==> config.mk <==
export PLATFORM = sky130hd
export DESIGN_NAME = adc_frame_ctrl
export DESIGN_NICKNAME = d
export VERILOG_FILES = /design/src/rtl/adcf_pkg.sv /design/src/rtl/adcf_tick.sv /design/src/rtl/adcf_shift.sv /design/src/rtl/adcf_seq.sv /design/src/rtl/adc_frame_ctrl.sv
export SDC_FILE = /design/constraint.sdc
export NUM_CORES = 1
export LEC_CHECK = 0
export BUFFER_PORTS_ARGS = -buffer_cell sky130_fd_sc_hd__buf_2
export CAP_MARGIN = 20
export CORE_MARGIN = 3
export CORE_UTILIZATION = 58
export DETAILED_ROUTE_END_ITERATION = 12
export GPL_TIMING_DRIVEN = 0
export PLACE_DENSITY = 0.76
export SLEW_MARGIN = 10
export SYNTH_ARGS = -nofsm -noshare
export SYNTH_HDL_FRONTEND = slang
export SYNTH_HIERARCHICAL = 1
export SYNTH_SLANG_ARGS = --single-unit
==> constraint.sdc <==
create_clock -name clk -period 3.3 [get_ports clk]
set_input_delay 0.165 -clock clk [delete_from_list [all_inputs] [get_ports clk]]
set_output_delay 0.165 -clock clk [all_outputs]
set_load 0.005 [all_outputs]
==> src/rtl/adcf_pkg.sv <==
package adcf_pkg;

  typedef enum logic [1:0] {
    CMD_START = 2'd0,
    CMD_NAP   = 2'd1,
    CMD_SLEEP = 2'd2,
    CMD_WAKE  = 2'd3
  } cmd_e;

  typedef enum logic [1:0] {
    PM_ACTIVE = 2'd0,
    PM_NAP    = 2'd1,
    PM_SLEEP  = 2'd2
  } pm_e;

  typedef enum logic [2:0] {
    ST_IDLE   = 3'd0,
    ST_CONV   = 3'd1,
    ST_GAP    = 3'd2,
    ST_SHI    = 3'd3,
    ST_SLO    = 3'd4,
    ST_WHI    = 3'd5,
    ST_WLO    = 3'd6,
    ST_SETTLE = 3'd7
  } st_e;

endpackage

==> src/rtl/adcf_tick.sv <==
// Half-period tick generator for the serial clock.
module adcf_tick #(
  parameter int DIV_W = 8
) (
  input  logic             clk,
  input  logic             rst_n,
  input  logic             clr,
  input  logic [DIV_W-1:0] div_cfg,
  output logic             tick
);

  logic [DIV_W-1:0] half;
  logic [DIV_W-1:0] cnt_q, cnt_d;

  // A divider value of zero behaves as one
  always_comb begin
    half = (div_cfg == '0) ? DIV_W'(1) : div_cfg;
    tick = (cnt_q == half - DIV_W'(1));
  end

  always_comb begin
    cnt_d = cnt_q;
    if (clr || tick) cnt_d = '0;
    else             cnt_d = cnt_q + DIV_W'(1);
  end

  always_ff @(posedge clk or negedge rst_n) begin
    if (!rst_n) cnt_q <= '0;
    else        cnt_q <= cnt_d;
  end

  AST_TICK_RESTART: assert property (@(posedge clk) disable iff (!rst_n)
    clr |=> (cnt_q == '0)) else $error("tick counter not restarted");

endmodule

==> src/rtl/adcf_shift.sv <==
// Receive shifter: MSB-first capture and the frame-done strobe.
module adcf_shift #(
  parameter int FRAME_BITS = 32
) (
  input  logic                  clk,
  input  logic                  rst_n,
  input  logic                  clr,
  input  logic                  shift_en,
  input  logic                  sdo_in,
  output logic                  res_valid,
  output logic [FRAME_BITS-1:0] res_data
);

  localparam int CNT_W = $clog2(FRAME_BITS + 1);

  logic [CNT_W-1:0]      cnt_q, cnt_d;
  logic [FRAME_BITS-1:0] data_q, data_d;
  logic                  vld_q, vld_d;
  logic                  last_bit;

  always_comb begin
    last_bit = (cnt_q == CNT_W'(FRAME_BITS - 1));
    cnt_d    = cnt_q;
    data_d   = data_q;
    vld_d    = 1'b0;
    if (clr) begin
      cnt_d = '0;
    end else if (shift_en) begin
      data_d = {data_q[FRAME_BITS-2:0], sdo_in};
      cnt_d  = cnt_q + CNT_W'(1);
      vld_d  = last_bit;
    end
  end

  always_ff @(posedge clk or negedge rst_n) begin
    if (!rst_n) begin
      cnt_q  <= '0;
      data_q <= '0;
      vld_q  <= 1'b0;
    end else begin
      cnt_q <= cnt_d;
      vld_q <= vld_d;
      if (shift_en) data_q <= data_d;
    end
  end

  assign res_valid = vld_q;
  assign res_data  = data_q;

  AST_VALID_SINGLE: assert property (@(posedge clk) disable iff (!rst_n)
    res_valid |=> !res_valid) else $error("valid longer than one cycle");
  AST_VALID_FULL: assert property (@(posedge clk) disable iff (!rst_n)
    res_valid |-> (cnt_q == CNT_W'(FRAME_BITS))) else $error("valid before full frame");

endmodule

==> src/rtl/adcf_seq.sv <==
// Frame, power-burst and wake sequencer.
module adcf_seq
  import adcf_pkg::*;
#(
  parameter int FRAME_BITS   = 32,
  parameter int CONV_LOW_MIN = 6,
  parameter int SETTLE_W     = 16
) (
  input  logic                clk,
  input  logic                rst_n,
  input  logic                cmd_valid,
  input  logic [1:0]          cmd_code,
  input  logic [SETTLE_W-1:0] settle_cfg,
  input  logic                tick,
  output logic                tick_clr,
  output logic                shift_en,
  output logic                frame_clr,
  output logic                conv_o,
  output logic                sck_o,
  output logic                busy,
  output logic                cmd_err
);

  localparam int BIT_W = $clog2(FRAME_BITS);
  localparam int LOW_W = $clog2(CONV_LOW_MIN + 1);

  st_e                 state_q, state_n;
  cmd_e                op_q, op_n;
  pm_e                 pm_q, pm_n;
  logic [1:0]          ph_q, ph_n;
  logic [2:0]          left_q, left_n;
  logic [BIT_W-1:0]    bits_q, bits_n;
  logic                wstg_q, wstg_n;
  logic [SETTLE_W-1:0] stl_q, stl_n;
  logic [LOW_W-1:0]    low_q, low_n;
  logic                conv_q, conv_n;
  logic                sck_q, sck_n;
  logic                err_q, err_n;

  cmd_e cmd;
  logic low_ok, idle_ok, legal, accept, gap_done;

  // Command qualification
  always_comb begin
    cmd     = cmd_e'(cmd_code);
    low_ok  = (low_q >= LOW_W'(CONV_LOW_MIN - 1));
    idle_ok = (state_q == ST_IDLE) && low_ok;
    unique case (cmd)
      CMD_START: legal = (pm_q == PM_ACTIVE);
      CMD_NAP,
      CMD_SLEEP: legal = (pm_q != PM_SLEEP);
      default:   legal = 1'b1;
    endcase
    accept   = cmd_valid && idle_ok && legal;
    gap_done = ((ph_q == 2'd2) || ((ph_q == 2'd1) && tick)) && low_ok;
  end

  // Next-state logic
  always_comb begin
    state_n = state_q;
    op_n    = op_q;
    pm_n    = pm_q;
    left_n  = left_q;
    bits_n  = bits_q;
    wstg_n  = wstg_q;
    stl_n   = stl_q;
    unique case (state_q)
      ST_IDLE: begin
        if (accept) begin
          op_n = cmd;
          unique case (cmd)
            CMD_START: begin state_n = ST_CONV; left_n = 3'd1; end
            CMD_NAP:   begin state_n = ST_CONV; left_n = 3'd2; end
            CMD_SLEEP: begin state_n = ST_CONV; left_n = 3'd4; end
            default:   begin state_n = ST_WHI;  wstg_n = 1'b0; end
          endcase
        end
      end
      ST_CONV: begin
        if (tick && (ph_q == 2'd1)) begin
          left_n = left_q - 3'd1;
          if (op_q == CMD_START) begin
            state_n = ST_SHI;
            bits_n  = '0;
          end else begin
            state_n = ST_GAP;
          end
        end
      end
      ST_GAP: begin
        if (gap_done) begin
          if (left_q != 3'd0) begin
            state_n = ST_CONV;
          end else begin
            unique case (op_q)
              CMD_NAP:   begin state_n = ST_IDLE; pm_n = PM_NAP;   end
              CMD_SLEEP: begin state_n = ST_IDLE; pm_n = PM_SLEEP; end
              default:   begin state_n = ST_WHI;  wstg_n = 1'b1;   end
            endcase
          end
        end
      end
      ST_SHI: begin
        if (tick) state_n = ST_SLO;
      end
      ST_SLO: begin
        if (tick) begin
          if (bits_q == BIT_W'(FRAME_BITS - 1)) begin
            state_n = ST_IDLE;
          end else begin
            bits_n  = bits_q + BIT_W'(1);
            state_n = ST_SHI;
          end
        end
      end
      ST_WHI: begin
        if (tick) state_n = ST_WLO;
      end
      ST_WLO: begin
        if (tick) begin
          if ((pm_q == PM_SLEEP) && !wstg_q) begin
            if (low_ok) begin
              state_n = ST_CONV;
              left_n  = 3'd2;
            end
          end else if (pm_q == PM_SLEEP) begin
            state_n = ST_SETTLE;
            stl_n   = settle_cfg;
            pm_n    = PM_ACTIVE;
          end else begin
            state_n = ST_IDLE;
            pm_n    = PM_ACTIVE;
          end
        end
      end
      ST_SETTLE: begin
        if (stl_q == '0) state_n = ST_IDLE;
        else             stl_n   = stl_q - SETTLE_W'(1);
      end
      default: state_n = ST_IDLE;
    endcase

    if (state_n != state_q)               ph_n = 2'd0;
    else if (tick && (ph_q != 2'd2))      ph_n = ph_q + 2'd1;
    else                                  ph_n = ph_q;

    conv_n = (state_n == ST_CONV);
    sck_n  = (state_n == ST_SHI) || (state_n == ST_WHI);
    err_n  = cmd_valid && !accept;

    if (conv_q)                             low_n = '0;
    else if (low_q == LOW_W'(CONV_LOW_MIN)) low_n = low_q;
    else                                    low_n = low_q + LOW_W'(1);
  end

  // Strobes to the tick generator and the shifter
  always_comb begin
    tick_clr  = (state_n != state_q) || (state_q == ST_IDLE);
    shift_en  = (state_n == ST_SHI) && (state_q != ST_SHI);
    frame_clr = accept && (cmd == CMD_START);
  end

  // State registers
  always_ff @(posedge clk or negedge rst_n) begin
    if (!rst_n) begin
      state_q <= ST_IDLE;
      op_q    <= CMD_START;
      pm_q    <= PM_ACTIVE;
      ph_q    <= 2'd0;
      left_q  <= 3'd0;
      bits_q  <= '0;
      wstg_q  <= 1'b0;
      stl_q   <= '0;
      low_q   <= LOW_W'(CONV_LOW_MIN);
      conv_q  <= 1'b0;
      sck_q   <= 1'b0;
      err_q   <= 1'b0;
    end else begin
      state_q <= state_n;
      op_q    <= op_n;
      pm_q    <= pm_n;
      ph_q    <= ph_n;
      left_q  <= left_n;
      bits_q  <= bits_n;
      wstg_q  <= wstg_n;
      stl_q   <= stl_n;
      low_q   <= low_n;
      conv_q  <= conv_n;
      sck_q   <= sck_n;
      err_q   <= err_n;
    end
  end

  assign conv_o  = conv_q;
  assign sck_o   = sck_q;
  assign busy    = !idle_ok;
  assign cmd_err = err_q;

  AST_NO_SCK_AT_SAMPLE: assert property (@(posedge clk) disable iff (!rst_n)
    $rose(sck_q) |-> !conv_q) else $error("serial clock rose with start high");
  AST_BURST_SCK_IDLE: assert property (@(posedge clk) disable iff (!rst_n)
    ((state_q == ST_CONV) || (state_q == ST_GAP)) |-> !sck_q) else $error("clock in burst");
  AST_CONV_LOW_MIN: assert property (@(posedge clk) disable iff (!rst_n)
    $rose(conv_q) |-> ($past(low_q) >= LOW_W'(CONV_LOW_MIN - 1))) else $error("start low too short");
  AST_SETTLE_QUIET: assert property (@(posedge clk) disable iff (!rst_n)
    (state_q == ST_SETTLE) |-> (!conv_q && !sck_q && busy)) else $error("activity while settling");

endmodule

==> src/rtl/adc_frame_ctrl.sv <==
// Top: reset synchronizer, tick generator, sequencer, receive shifter.
module adc_frame_ctrl #(
  parameter int DIV_W        = 8,
  parameter int SETTLE_W     = 16,
  parameter int FRAME_BITS   = 32,
  parameter int CONV_LOW_MIN = 6
) (
  input  logic                  clk,
  input  logic                  rst_n,
  input  logic                  cmd_valid,
  input  logic [1:0]            cmd_code,
  input  logic [DIV_W-1:0]      div_cfg,
  input  logic [SETTLE_W-1:0]   settle_cfg,
  input  logic                  sdo_in,
  output logic                  conv_o,
  output logic                  sck_o,
  output logic                  busy,
  output logic                  cmd_err,
  output logic                  res_valid,
  output logic [FRAME_BITS-1:0] res_data
);

  logic [1:0] rst_sync_q;
  logic       rst_s;
  logic       tick, tick_clr, shift_en, frame_clr;

  always_ff @(posedge clk or negedge rst_n) begin
    if (!rst_n) rst_sync_q <= 2'b00;
    else        rst_sync_q <= {rst_sync_q[0], 1'b1};
  end
  assign rst_s = rst_sync_q[1];

  adcf_tick #(.DIV_W(DIV_W)) u_tick (
    .clk     (clk),
    .rst_n   (rst_s),
    .clr     (tick_clr),
    .div_cfg (div_cfg),
    .tick    (tick)
  );

  adcf_seq #(
    .FRAME_BITS   (FRAME_BITS),
    .CONV_LOW_MIN (CONV_LOW_MIN),
    .SETTLE_W     (SETTLE_W)
  ) u_seq (
    .clk        (clk),
    .rst_n      (rst_s),
    .cmd_valid  (cmd_valid),
    .cmd_code   (cmd_code),
    .settle_cfg (settle_cfg),
    .tick       (tick),
    .tick_clr   (tick_clr),
    .shift_en   (shift_en),
    .frame_clr  (frame_clr),
    .conv_o     (conv_o),
    .sck_o      (sck_o),
    .busy       (busy),
    .cmd_err    (cmd_err)
  );

  adcf_shift #(.FRAME_BITS(FRAME_BITS)) u_shift (
    .clk       (clk),
    .rst_n     (rst_s),
    .clr       (frame_clr),
    .shift_en  (shift_en),
    .sdo_in    (sdo_in),
    .res_valid (res_valid),
    .res_data  (res_data)
  );

  AST_ERR_FOLLOWS_CMD: assert property (@(posedge clk) disable iff (!rst_s)
    cmd_err |-> $past(cmd_valid)) else $error("error without a command");
  AST_ERR_SINGLE: assert property (@(posedge clk) disable iff (!rst_s)
    (cmd_err && !$past(cmd_valid, 2)) |=> !cmd_err) else $error("error pulse stretched");

endmodule

### Yosys cells after proc, flatten, opt, wreduce, memory -nomap -nowiden

Cells that the tools add are included.

| operators by class | value |
|---|---|
| $add $sub $neg | 8 |
| order comparisons | 1 |
| equality and inequality tests | 43 |
| mux-type cells | 57 |
| bitwise operators | 1 |
| reductions and logical operators | 41 |

Operators with widths:

| kind | number |
|---|---|
| 16-bit two-way mux | 4 |
| 3-bit two-way mux | 21 |
| 16-bit one-hot mux with 2 select lines | 1 |
| 3-bit one-hot mux with 8 select lines | 1 |
| 5-bit two-way mux | 4 |
| 2-bit by 1-bit != test with 1-bit output (second input constant) | 10 |
| 3-bit equality test (second input constant) | 6 |
| 3-bit one-hot mux with 3 select lines | 2 |
| 16-bit zero test | 1 |
| 8-bit two-way mux | 2 |
| 2-bit != test (second input constant) | 8 |
| 16-bit by 1-bit subtractor with 16-bit output (second input constant) | 1 |
| 2-bit two-way mux | 7 |
| 6-bit two-way mux | 2 |
| 6-bit AND reduction | 2 |
| 2-bit nonzero test | 6 |
| 1-bit logical AND | 10 |
| 5-bit one-hot mux with 2 select lines | 1 |
| 5-bit AND reduction | 2 |
| 3-bit by 2-bit equality test with 1-bit output (second input constant) | 3 |
| 8-bit by 1-bit adder with 8-bit output (second input constant) | 1 |
| 2-bit equality test (second input constant) | 4 |
| 8-bit equality test | 1 |
| 8-bit zero test | 1 |
| other kinds (28) | 50 |

| word-level totals | value |
|---|---|
| bits in registers | 89 |
| input bits | 30 |
| output and inout port bits | 37 |
| logic and storage cells | 168 |

### Logic depth before layout (Yosys ltp)

| logic depth | value |
|---|---|
| depth in word-level cells | 13 |
| mapped depth | 19 |
| mapped depth without buffers | 16 |

### Modules after synthesis

Netlist, hierarchy kept.

Modules (own cells, without submodules):

| module | instances | cells each | area an instance (um2) | seq. area each (um2) |
|---|---|---|---|---|
| adcf_seq | 1 | 342 | 2,819.0 | 1,003.5 |
| adcf_shift | 1 | 97 | 1,664.1 | 975.9 |
| adcf_tick | 1 | 62 | 610.6 | 200.2 |
| adc_frame_ctrl | 1 | 3 | 53.8 | 50.0 |

### Worst setup path after synthesis

No wires, ideal clock.

| path | value |
|---|---|
| kind | input to register |
| start point | input port div_cfg[2] |
| end point | register u_shift.data_q[0], in the netlist u_shift/res_data[0] |
| setup time | 0.125 ns |
| arrival time | 4.033 ns |
| data required time | 3.175 ns |
| path slack | -0.858 ns |
| stages | 18 |
| buffers on the path | 4 |
| cells stage by stage | nor4_4 > a21oi_1 > ha_1 > nor3b_1 > xnor2_1 > o2111ai_1 > a2111oi_0 > clkbuf_1 > nor2_1 > a22o_1 > o32ai_1 > or3_4 > inv_1 > buf_6 > nor2b_4 > buf_6 > buf_12 > mux2_4 |

| on the way | value |
|---|---|
| longest elaborated chain between the ends | 12 |
| elaborated cells between the ends (all ways) | 17 |
| those cells by class | add/sub (1); eq/ne (2); mux (8); reduce/logical (6) |

Ends and longest elaborated chain:

| element | line | text |
|---|---|---|
| from (decl) | adc_frame_ctrl.sv:12 | `input logic [DIV_W-1:0] div_cfg,` |
| 8-bit zero test | adcf_tick.sv:17 | `half = (div_cfg == '0) ? DIV_W'(1) : div_cfg;` |
| 8-bit two-way mux (*) | adcf_tick.sv:17 |  |
| 8-bit by 1-bit subtractor with 8-bit output (*) | adcf_tick.sv:18 | `tick = (cnt_q == half - DIV_W'(1));` |
| 8-bit equality test (*) | adcf_tick.sv:18 |  |
| via tick | adc_frame_ctrl.sv:25 | `logic tick, tick_clr, shift_en, frame_clr;` |
| 1-bit logical AND | adcf_seq.sv:55, adcf_seq.sv:80 |  |
| 1-bit logical OR | adcf_seq.sv:55 | `gap_done = ((ph_q == 2'd2) \|\| ((ph_q == 2'd1) && tick)) && low_ok;` |
| 1-bit logical AND | adcf_seq.sv:55 |  |
| 3-bit two-way mux | adcf_seq.sv:91 | `if (gap_done) begin` |
| 3-bit one-hot mux with 8 select lines (*) | adcf_seq.sv:67 | `unique case (state_q)` |
| 3-bit by 2-bit equality test with 1-bit output (*) | adcf_seq.sv:159 | `shift_en = (state_n == ST_SHI) && (state_q != ST_SHI);` |
| 1-bit logical AND (*) | adcf_seq.sv:159 |  |
| via shift_en | adc_frame_ctrl.sv:25 |  |
| 2-bit AND reduction (no source line) (*) | -- |  |
| to (signal assigned) | adcf_shift.sv:43 | `if (shift_en) data_q <= data_d;` |
| to (decl) | adcf_shift.sv:17 | `logic [FRAME_BITS-1:0] data_q, data_d;` |

The timed path passes the listed nets; every way through them passes the cells marked *.
A chain may end at the register's enable or synchronous reset.

### Worst setup path in the final report

| path | value |
|---|---|
| start point | register u_tick.cnt_q[5] |
| end point | register u_shift.data_q[8], in the netlist u_shift/res_data[8] |

| on the way | value |
|---|---|
| longest elaborated chain between the ends | 9 |
| elaborated cells between the ends (all ways) | 14 |
| those cells by class | eq/ne (2); mux (7); reduce/logical (5) |

Ends and longest elaborated chain:

| element | line | text |
|---|---|---|
| from (decl) | adcf_tick.sv:13 | `logic [DIV_W-1:0] cnt_q, cnt_d;` |
| from (signal assigned) | adcf_tick.sv:29 | `else cnt_q <= cnt_d;` |
| 8-bit equality test (*) | adcf_tick.sv:18 |  |
| via tick | adc_frame_ctrl.sv:25 |  |
| 1-bit logical AND | adcf_seq.sv:55, adcf_seq.sv:80 |  |
| 1-bit logical OR | adcf_seq.sv:55 |  |
| 1-bit logical AND | adcf_seq.sv:55 |  |
| 3-bit two-way mux | adcf_seq.sv:91 |  |
| 3-bit one-hot mux with 8 select lines (*) | adcf_seq.sv:67 |  |
| 3-bit by 2-bit equality test with 1-bit output (*) | adcf_seq.sv:159 |  |
| 1-bit logical AND (*) | adcf_seq.sv:159 |  |
| via shift_en | adc_frame_ctrl.sv:25 |  |
| 2-bit AND reduction (no source line) (*) | -- |  |

Marked as above.

==> PnR_summary.wiki <==
{| class="wikitable"
! Metric !! Value
|-
| Share of cells above drive strength 1 || 34.5%
|-
| Count of fill cells added during filler insertion || 580
|-
| Placed wire-length estimate || 8280 um
|-
| Biggest area consumer among synthesized cells || dfrtp_1
|-
| Routed len/inst || 17.9 um
|-
| Inserted Clock Buffers || 9
|-
| Dominant combinational cell family by area after synthesis || simple AND/OR/NAND/NOR gates
|-
| Multiplexer share of the synthesized area || 9.72%
|-
| CTS Buffer Depth || 2
|-
| Worst hold path type || input pin to flip-flop
|-
| Maximum achievable frequency || 261 MHz
|-
| Setup clock skew after layout || 11.6 ps
|-
| Slew Limit Fails || 0
|-
| Ys Warns || 6
|-
| Ordered list of cells on the worst path || xor2_2, buf_4, or3_4, a2111oi_4, buf_4, nor2_2, or3_4, nand2b_4, o32ai_4, or3_4, inv_4, nor2b_4, buf_8, buf_12, buf_12, mux2_4
|-
| Vias in the first global route || 4193
|-
| Met2 Routed Length || 6530 um
|-
| Cells after DPL || 676
|-
| Async set-reset flop share out of synthesis || 100%
|-
| Number of levels in the clock H-tree || 3
|-
| Clock tree from TritonCTS || done
|-
| Port Buffers || 66
|-
| First element of the critical path || u_tick/cnt_q[5]
|-
| Instance count of the mapped netlist || 504
|-
| Number of primary I/O pins || 67
|-
| Start point of the worst hold path || sdo_in
|-
| Crit path buf inv count || 6
|-
| Ranking of synthesized cells by area || dfrtp_1 (42%), mux2_4 (8.5%), ha_1 (5.1%), nor2_1 (3.4%), a21oi_1 (3.2%)
|-
| Share of Yosys cell area claimed by the top area cell type || 42.3%
|-
| Crit path max fanout || 5
|-
| Adder and majority cell fraction of the synthesized area || 5.10%
|-
| Final setup violation count || 54
|-
| Highest routing layer actually used || met4
|-
| Cell Area, Synth || 5150 sq um
|-
| RSZ-0062 raised after global routing || true
|-
| Num Clock Sinks || 89
|-
| Largest stage delay, worst path || 520 ps
|-
| Final RePlAce weighted congestion || 0.927
|-
| Hold slack final || 40.2 ps
|-
| First-pass iteration count of the detailed router || 5
|-
| Worst-Margin Slew || 911 ps
|-
| Worst setup path category || flip-flop to flip-flop
|-
| Number of antenna violations at the first check in global routing || 0
|-
| Die boundary height || 100 um
|-
| Post-route setup TNS || -20700 ps
|-
| Total gr overflow || 0
|-
| Total routing usage reported by global routing || 25.6%
|-
| DRC viols || 0
|-
| Type of element capturing the critical path || flip-flop
|-
| Number of max-capacitance violations reported || 0
|-
| Primary FF master, synth || dfrtp_1
|-
| Crit path time final || 3830 ps
|-
| Met3 wirelength from detailed routing || 537 um
|-
| Die Outline Area || 10000 sq um
|-
| Post-synthesis compound-gate area fraction || 16.0%
|-
| Root buffer cell || clkbuf_8
|-
| Core ar. || 8420 sq um
|-
| Number of synthesized register bits || 89
|-
| Die Width || 100 um
|-
| R2r startpoint || u_tick/cnt_q[5]
|-
| Cell with the largest stage delay on the worst path || a2111oi_4
|-
| Relative slew slack || 39.3%
|-
| CP top delay family || simple AND/OR/NAND/NOR gates
|-
| DRC marker count from the first detailed-route iteration || 184
|-
| Ratio of routed vias to standard cells || 5.95
|-
| Crit path arrival time || 4100 ps
|-
| Result of the run || finished with violations
|-
| Maximum vdd drop || 0.000533 V
|-
| Most repeated library cell on the critical path || or3_4
|-
| Most common library cells after synthesis || dfrtp_1 (87), nor2_1 (47), a21oi_1 (33)
|-
| Final setup slack of the worst path || -534 ps
|-
| Fraction of the mapped netlist area in simple logic gates || 17.1%
|-
| Number of routed nets with antenna violations || 0
|-
| Required arrival time at the worst endpoint || 3560 ps
|-
| Startpoint type of the worst setup path || flip-flop
|-
| Power Total || 5.33 mW
|-
| Total Routed Length || 13000 um
|-
| Effective utilization at floorplan || 61.1%
|-
| Clock transition time at the flip-flop clock pins of the worst setup and hold paths || 100 ps
|-
| Pin count of the biggest net entering global routing || 63
|-
| Antenna diode count || 0
|-
| Length of routed wiring on met1 || 5540 um
|-
| Area growth from synthesis to layout || 25.5%
|-
| NumNets Final || 667
|-
| Number of core rows || 33
|-
| First-pass GRT wire length || 20600 um
|-
| PD cells || 826 nW/um^2
|-
| Post-route fraction of the period consumed by the critical path || 116%
|-
| Post-synthesis xor/xnor area fraction || 4.08%
|-
| Sequential area share after synthesis || 43.3%
|-
| Static leakage power || 2.95 nW
|-
| Vias after detailed routing || 4318
|-
| Worst-case setup slack after placement || -1010 ps
|-
| FF-to-FF setup slack || -530 ps
|-
| Violations in the final reports || setup timing
|-
| Hold violation count in the final report || 0
|-
| Most frequent cell after synthesis || dfrtp_1
|-
| Number of different library cells in the post-synthesis netlist || 67
|-
| Average cell area after synthesis || 10.2 sq um
|-
| Final Non-Filler Cells || 726
|-
| Syn_nets || 555
|-
| Clock latency reported for the late side of the worst-skew pair || 370 ps
|-
| Number of flops mapped to enable cells by yosys || 0
|}
## per-layer routing
layer | global-route usage, % | vias up
li1 | - | 2051
met1 | 34.4 | 2111
met2 | 41.6 | 126
met3 | 3.61 | 30
met4 | 10.6 | 0
met5 | 0 | -
## logic make-up after synthesis
| group | after synthesis |
|---|---|
| other | 1 |
| adders and majority gates | 21 |
| muxes | 35 |
| buffers and inverters | 46 |
| DFF | 89 |
| AOI/OAI and AO/OA | 118 |
| xor gates and xnor gates | 24 |
| and+or+nand+nor | 170 |
## power breakdown
part / total [mW] / switching, mW / internal (mW)
Sequential: 1.65 / 0.279 / 1.37
Combinational: 2.94 / 1.53 / 1.41
Clock: 0.749 / 0.453 / 0.296
## cell type report
class / count / area [sq um] / share of cell area (%)
tap: 105 / 131 / 2.03
buffer: 20 / 146 / 2.27
clock inverter: 7 / 71.3 / 1.10
multi-input combinational: 369 / 2930 / 45.4
sequential: 89 / 2230 / 34.6
clock buffer: 9 / 124 / 1.92
inverter: 24 / 92.6 / 1.43
timing repair buffer: 103 / 731 / 11.3
## placed cells by master (no fill, tap or decap), types with 4 or more instances in the layout
master,netlist,routed
a21oi_1,33,31
a31oi_1,6,6
and3_1,8,7
buf_12,3,5
buf_16,0,4
buf_2,0,66
buf_4,0,27
clkbuf_1,15,14
clkbuf_8,0,9
dfrtp_1,87,86
ha_1,21,20
inv_1,24,23
mux2_2,4,4
mux2_4,29,29
nand2_1,30,30
nand2b_1,7,5
nand3_1,11,10
nand4_1,4,4
nor2_1,47,42
nor2_2,0,4
nor2b_1,6,6
nor3_1,27,16
nor3_2,0,7
nor3_4,0,4
nor4_1,5,4
o211ai_1,4,4
o21ai_0,30,28
xnor2_1,8,8
xor2_1,16,15
## worst register-to-register path, cell delays in order, from the launching register on
cell       delay (ps)
dfrtp_1           440
xor2_2            210
buf_4             140
or3_4             380
a2111oi_4         520
buf_4             210
nor2_2             40
or3_4             360
nand2b_4           90
o32ai_4            80
or3_4             380
inv_4              60
nor2b_4           150
buf_8             140
buf_12            110
buf_12            110
mux2_4            300
## per-stage QoR
step | instance area [sq um] | utilization, %
after floorplan | 5200 | -
after global placement | 5660 | 67.2
after detailed placement | 5690 | 67.6
after CTS | 6210 | 73.7
after global routing | 6460 | 76.7
final | 6460 | 76.7
## timing repair
item	in CTS	in global routing
setup buffers	19	13
setup endpoints to repair	49	59
hold buffers	1	0
cloned	4	0
resized for setup	13	43
endpoints found under the hold margin	2	0
pin swaps	10	16
## worst paths after layout
kind                                            end  depth (start not counted)
max in group asynchronous            u_seq/low_q[2]                          1
worst min-delay path            u_shift/res_data[0]                          2
worst max-delay path            u_shift/res_data[8]                         16
min in group asynchronous             rst_sync_q[0]                          2
worst min register to register  u_shift/res_data[8]                          0
worst max register to register  u_shift/res_data[8]                         16
## state kept, by name (all words and copies together) (netlist names)
signal / cells
u_seq/stl_q: 16
u_seq/state_q: 3
u_tick/cnt_q: 8
u_seq/ph_q: 2
u_seq/cmd_err: 1
u_shift/res_data: 32
u_seq/pm_q: 2
u_seq/low_q: 3
u_seq/bits_q: 5
u_seq/op_q: 2
u_seq/left_q: 3
rst_sync_q: 2
u_seq/wstg_q: 1
u_shift/cnt_q: 6
u_shift/res_valid: 1
u_seq/conv_o: 1
u_seq/sck_o: 1
(Power assumes the default switching activity.)
